[config.mk]
export PLATFORM = sky130hd
export DESIGN_NAME = dac_sched_latch
export DESIGN_NICKNAME = d
export VERILOG_FILES = /design/src/rtl/dacl_pkg.sv /design/src/rtl/dacl_regfile.sv /design/src/rtl/dacl_trigger.sv /design/src/rtl/dacl_latch.sv /design/src/rtl/dac_sched_latch.sv
export SDC_FILE = /design/constraint.sdc
export NUM_CORES = 1
export LEC_CHECK = 0
export BUFFER_PORTS_ARGS = -buffer_cell sky130_fd_sc_hd__buf_4
export CORE_MARGIN = 4
export CORE_UTILIZATION = 45
export CTS_CLUSTER_DIAMETER = 30
export DETAILED_ROUTE_END_ITERATION = 6
export PLACE_DENSITY_LB_ADDON = 0.08
export SYNTH_ARGS = -nofsm -noshare
export SYNTH_HDL_FRONTEND = slang
export SYNTH_SLANG_ARGS = --single-unit
export TNS_END_PERCENT = 5
[constraint.sdc]
create_clock -name clk -period 2.2 [get_ports clk]
set_clock_uncertainty 0.1 [all_clocks]
set_input_delay 0.22 -clock clk [delete_from_list [all_inputs] [get_ports clk]]
set_output_delay 0.22 -clock clk [all_outputs]
set_load 0.05 [all_outputs]
[src/rtl/dacl_pkg.sv]
`timescale 1ns/1ps
package dacl_pkg;
  localparam int DATA_W  = 8;
  localparam int CODE_W  = 12;
  localparam int MODE_W  = 2;
  localparam int FMT_W   = 3;
  localparam int NUM_TMR = 3;

  typedef enum logic [1:0] {
    REG_LO   = 2'd0,
    REG_HI   = 2'd1,
    REG_CTRL = 2'd2,
    REG_NONE = 2'd3
  } reg_sel_e;
endpackage

[src/rtl/dacl_regfile.sv]
`timescale 1ns/1ps
module dacl_regfile
  import dacl_pkg::*;
#(
  parameter int DW = DATA_W,
  parameter int MW = MODE_W,
  parameter int FW = FMT_W
) (
  input  logic          clk,
  input  logic          rst_n,
  input  logic [1:0]    addr,
  input  logic          wr,
  input  logic          rd,
  input  logic [DW-1:0] wdata,
  input  logic [DW-1:0] lat_hi,
  output logic [DW-1:0] pre_lo,
  output logic [DW-1:0] pre_hi,
  output logic          lo_wr,
  output logic          hi_wr,
  output logic          en,
  output logic [MW-1:0] mode,
  output logic [FW-1:0] fmt,
  output logic [DW-1:0] rdata
);
  localparam int PAD_W = DW - 1 - MW - FW;

  logic          ctrl_wr;
  logic [DW-1:0] ctrl_view;
  logic [DW-1:0] rdata_nxt;

  // Write decode
  always_comb begin
    lo_wr   = wr && (addr == REG_LO);
    hi_wr   = wr && (addr == REG_HI);
    ctrl_wr = wr && (addr == REG_CTRL);
  end

  // Read mux: low returns holding byte, high returns latched byte
  always_comb begin
    ctrl_view = {en, {PAD_W{1'b0}}, mode, fmt};
    unique case (addr)
      REG_LO:   rdata_nxt = pre_lo;
      REG_HI:   rdata_nxt = lat_hi;
      REG_CTRL: rdata_nxt = ctrl_view;
      default:  rdata_nxt = '0;
    endcase
  end

  always_ff @(posedge clk or negedge rst_n) begin
    if (!rst_n) begin
      pre_lo <= '0;
      pre_hi <= '0;
    end else begin
      if (lo_wr) pre_lo <= wdata;
      if (hi_wr) pre_hi <= wdata;
    end
  end

  always_ff @(posedge clk or negedge rst_n) begin
    if (!rst_n) begin
      en   <= 1'b0;
      mode <= '0;
      fmt  <= '0;
    end else if (ctrl_wr) begin
      en   <= wdata[DW-1];
      mode <= wdata[FW +: MW];
      fmt  <= wdata[FW-1:0];
    end
  end

  always_ff @(posedge clk or negedge rst_n) begin
    if (!rst_n)  rdata <= '0;
    else if (rd) rdata <= rdata_nxt;
  end
endmodule

[src/rtl/dacl_trigger.sv]
`timescale 1ns/1ps
module dacl_trigger
  import dacl_pkg::*;
#(
  parameter int MW   = MODE_W,
  parameter int NTMR = NUM_TMR
) (
  input  logic [MW-1:0]   mode,
  input  logic            hi_wr,
  input  logic [NTMR-1:0] tmr_ovf,
  output logic            upd
);
  logic [NTMR-1:0] tmr_hit;

  // One selectable timer source per nonzero mode value
  for (genvar g = 0; g < NTMR; g++) begin : g_tmr
    assign tmr_hit[g] = (mode == MW'(g + 1)) && tmr_ovf[g];
  end

  always_comb begin
    upd = ((mode == '0) && hi_wr) || (|tmr_hit);
  end
endmodule

[src/rtl/dacl_latch.sv]
`timescale 1ns/1ps
module dacl_latch
  import dacl_pkg::*;
#(
  parameter int DW = DATA_W,
  parameter int CW = CODE_W,
  parameter int FW = FMT_W
) (
  input  logic          clk,
  input  logic          rst_n,
  input  logic          upd,
  input  logic [DW-1:0] src_lo,
  input  logic [DW-1:0] src_hi,
  input  logic [FW-1:0] fmt,
  output logic [DW-1:0] lat_hi,
  output logic [CW-1:0] code
);
  localparam int PAIR_W = 2 * DW;
  localparam int MAX_SH = PAIR_W - CW;

  logic [DW-1:0]     lat_lo;
  logic [FW-1:0]     lat_fmt;
  logic [FW-1:0]     shamt;
  logic [PAIR_W-1:0] shifted;

  // Whole pair plus its format captured on one edge
  always_ff @(posedge clk or negedge rst_n) begin
    if (!rst_n) begin
      lat_lo  <= '0;
      lat_hi  <= '0;
      lat_fmt <= '0;
    end else if (upd) begin
      lat_lo  <= src_lo;
      lat_hi  <= src_hi;
      lat_fmt <= fmt;
    end
  end

  // Justification: formats above the maximum shift saturate
  always_comb begin
    shamt   = (lat_fmt > FW'(MAX_SH)) ? FW'(MAX_SH) : lat_fmt;
    shifted = {lat_hi, lat_lo} >> shamt;
    code    = shifted[CW-1:0];
  end
endmodule

[src/rtl/dac_sched_latch.sv]
`timescale 1ns/1ps
module dac_sched_latch
  import dacl_pkg::*;
(
  input  logic               clk,
  input  logic               rst_n,
  input  logic [1:0]         bus_addr,
  input  logic               bus_wr,
  input  logic               bus_rd,
  input  logic [DATA_W-1:0]  bus_wdata,
  output logic [DATA_W-1:0]  bus_rdata,
  input  logic [NUM_TMR-1:0] tmr_ovf,
  output logic [CODE_W-1:0]  dac_code,
  output logic               dac_en
);
  logic [1:0]        rst_sync;
  logic              rst_i_n;
  logic [DATA_W-1:0] pre_lo;
  logic [DATA_W-1:0] pre_hi;
  logic [DATA_W-1:0] lat_hi;
  logic [DATA_W-1:0] src_lo;
  logic [DATA_W-1:0] src_hi;
  logic              lo_wr;
  logic              hi_wr;
  logic [MODE_W-1:0] mode;
  logic [FMT_W-1:0]  fmt;
  logic              upd;

  // Asynchronous assert, synchronous release
  always_ff @(posedge clk or negedge rst_n) begin
    if (!rst_n) rst_sync <= '0;
    else        rst_sync <= {rst_sync[0], 1'b1};
  end
  assign rst_i_n = rst_sync[1];

  dacl_regfile #(.DW(DATA_W), .MW(MODE_W), .FW(FMT_W)) u_regs (
    .clk   (clk),
    .rst_n (rst_i_n),
    .addr  (bus_addr),
    .wr    (bus_wr),
    .rd    (bus_rd),
    .wdata (bus_wdata),
    .lat_hi(lat_hi),
    .pre_lo(pre_lo),
    .pre_hi(pre_hi),
    .lo_wr (lo_wr),
    .hi_wr (hi_wr),
    .en    (dac_en),
    .mode  (mode),
    .fmt   (fmt),
    .rdata (bus_rdata)
  );

  dacl_trigger #(.MW(MODE_W), .NTMR(NUM_TMR)) u_trig (
    .mode   (mode),
    .hi_wr  (hi_wr),
    .tmr_ovf(tmr_ovf),
    .upd    (upd)
  );

  // A write landing in the trigger cycle is included in the latched pair
  always_comb begin
    src_lo = lo_wr ? bus_wdata : pre_lo;
    src_hi = hi_wr ? bus_wdata : pre_hi;
  end

  dacl_latch #(.DW(DATA_W), .CW(CODE_W), .FW(FMT_W)) u_latch (
    .clk   (clk),
    .rst_n (rst_i_n),
    .upd   (upd),
    .src_lo(src_lo),
    .src_hi(src_hi),
    .fmt   (fmt),
    .lat_hi(lat_hi),
    .code  (dac_code)
  );
endmodule

==> flow_metrics.tcl <==
set metrics [dict create \
    grt_setup_unrepaired "false" \
    swShare_pct 43.7 \
    start_util_pct 46.3 \
    htreeDepth 2 \
    path_max_fanout 13 \
    leakagePower_nw 1.39 \
    diodes 0 \
    synth_cell_types 25 \
    cts_tree "yes" \
    synth-edff-count 0 \
    clock_path_buffers 2 \
    drive_above_1_share_pct 48.3 \
    yosys-top-cells-area "dfrtp_1 (50%), mux2_2 (20%), mux2i_1 (7.9%)" \
    cts_inserted_buffers 5 \
    ys_seq_elements 51 \
    synthesis.nets 205 \
    power_frac_clock_pct 14.6 \
    p_comb_share_pct 52.6 \
    syn_inst 188 \
    post-place-cells 295 \
    final-setup-viol-count 0 \
    post_cts_resized 0 \
    yosys.area.top_type "dfrtp_1" \
    grt_usage_pct 16.9 \
    fp.dieArea_sq_mm 0.00690 \
    min_period_over_period_pct 92.6 \
    fin_nets 248 \
    drtIter0Drc 68 \
    synthToLayoutAreaGrowth_pct 19.1 \
    grt_pass1_vias 1754 \
    min_path_type "reg -> async" \
    slew_headroom_pct 57.7 \
    clk_latency_ns 0.30 \
    required_ns 1.88 \
    coreArea_sq_mm 0.00547 \
    worst-endpoint-arrival_ns 1.72 \
    post-route-util_pct 55.2 \
    clock-sinks 51 \
    avgViaCountPerCell 5.33 \
    tightest_slew_ns 0.634 \
    slowest_delay_ns 0.38 \
    wirelength_mm 5.55 \
    fp.dieH_um 83.1 \
    yosysMostFrequentCell "dfrtp_1" \
    overflow 0 \
    die_w_um 83.1 \
    synth_common_cells "dfrtp_1 (51), mux2_2 (44), mux2i_1 (20)" \
    fin_crit_ns 2.04 \
    ir_drop_uv 794 \
    synth_area_sq_mm 0.00254 \
    path_cells "buf_4 > mux2_2 > mux2i_1 > o21ai_0 > buf_4" \
    drtPass1Iterations 4 \
    seq_area_frac_synth_pct 50.3 \
    grt_start_max_net_pins 25 \
    hold_viol 0 \
    seq_power_share_pct 32.8 \
    finalMaxSlewViolations 0 \
    switchingPower_mw 1.98 \
    grt_pass1_wl_mm 9.34 \
    outcome "complete, no violations" \
    start_kind "flop" \
    crit_slowest_cell "dfrtp_1" \
    antenna_found_initial 0 \
    synthArstFlopShare_pct 100 \
    io_pins 38 \
    cts.clk_slew.worst_paths_ns 0.09 \
    hpwl_mm 4.22 \
    synth_ff_type "dfrtp_1" \
    yosysWarnings 0 \
    num_rows 27 \
    max_freq_ghz 0.491 \
    path_class "reg -> out" \
    end_kind "primary output" \
    crit_buf_inv 2 \
    finalNonFillerCells 304 \
    cap_violations 0 \
    crit_top_cell "buf_4" \
    internal-power_mw 2.55 \
    yosysTopAreaCellShare_pct 50.3 \
    avgSynthCellArea_sq_um 13.5 \
    cpLargestDelayFamily "multiplexers" \
    postRouteAntennaNets 0 \
    num_vias 1621 \
    root_buffer "clkbuf_8" \
    route.detailed.drc 0 \
    place.gp.congestion 0.823 \
    power_density_mw_per_mm2 1500 \
    io_buffers 37 \
    post_drt_wl_per_cell_um 18.2 \
]
[power groups by stage]
stage	Clock (mW)	Sequential, mW	Combinational [mW]
2_1_floorplan	0	1.49	1.73
3_3_place_gp	0	1.51	2.36
3_5_place_dp	0	1.51	2.40
4_1_cts	0.680	1.49	2.41
5_1_grt	0.715	1.54	2.53
6_report	0.662	1.49	2.39
[cell families (layout without fill, tap and decap cells)]
family          Yosys count  in the layout  share of synthesized area (%)
flops                    51             51                           50.3
simple gates             23             23                           5.48
mux                      75             75                           34.2
compound gates           27             27                           6.96
other cells               1              1                          0.148
buf+inv                  11             55                           2.86
[repair_timing]
item                                   CTS  global route
endpoints found under the hold margin    2             0
hold buffers                             1             0
setup buffers                            0             0
[path summary, 6_finish.rpt]
path,endpoint,cells after the start,slack (ns),from
setup / recovery,dac_code[2],5,0.16,u_latch.lat_fmt[1]
hold / removal,u_regs.mode[1],0,0.07,rst_sync[1]
setup reg to reg,u_latch.lat_lo[1],4,0.40,u_regs.mode[0]
hold reg to reg,u_regs.mode[1],0,0.07,rst_sync[1]
max in group asynchronous,u_latch.lat_fmt[2],1,1.32,rst_sync[1]
min in group clk,u_regs.mode[1],2,0.07,bus_wdata[4]
[layer usage]
layer,vias up,track usage [%],part of all wire (%)
met1,831,21.9,46
li1,762,-,-
met4,0,4.61,0.72
met3,4,3.37,3.0
met5,-,0,0
met2,24,28.9,50
[cells in the final DEF, fill, tap and decap left out, types with 2 or more instances in the layout]
| cell type | instances |
|---|---|
| a21oi_1 | 7 |
| a2bb2oi_1 | 6 |
| buf_4 | 44 |
| clkbuf_8 | 6 |
| dfrtp_1 | 50 |
| inv_1 | 2 |
| mux2_2 | 44 |
| mux2_4 | 10 |
| mux2i_1 | 20 |
| nand2_1 | 11 |
| nor2_1 | 6 |
| o21ai_0 | 10 |
| o22ai_1 | 2 |
[final cells by class]
cell class / count / area [sq um]
inverters: 2 / 7.51
flip-flops and latches: 51 / 1280
fillers: 490 / 2450
clock buffers: 6 / 82.6
well taps: 72 / 90.1
clock inverters: 2 / 35.0
repair buffers: 45 / 340
multi-input cells: 126 / 1190
[stage by stage]
stage	TNS [ns]	cell area [sq um]	setup WS (ns)	hold WS (ns)	power, mW
5_1_grt	0	3020	0.0151	0.0639	4.78
4_1_cts	0	3020	0.156	0.0648	4.58
3_3_place_gp	0	2890	0.435	-0.0977	3.87
2_1_floorplan	-1.04	2540	-0.115	-0.176	3.22
6_report	0	3020	0.163	0.0674	4.54
3_5_place_dp	0	2890	0.407	-0.0962	3.91
[state kept, by name, summed over array words and instances (netlist names)]
| signal | flops |
|---|---|
| rst_sync | 2 |
| u_latch.lat_fmt | 3 |
| u_latch.lat_hi | 8 |
| u_latch.lat_lo | 8 |
| u_regs.en | 1 |
| u_regs.fmt | 3 |
| u_regs.mode | 2 |
| u_regs.pre_hi | 8 |
| u_regs.pre_lo | 8 |
| u_regs.rdata | 8 |
[worst reg2reg max path, delay by kind of cell (launching register included)]
family	cells	cell delay, ns
AO/OA/AOI/OAI	1	0.14
buffers and inverters	1	0.33
flip-flops	1	0.43
multiplexers	1	0.38
AND/OR/NAND/NOR	1	0.30
Power figures use the tool's default switching activity.
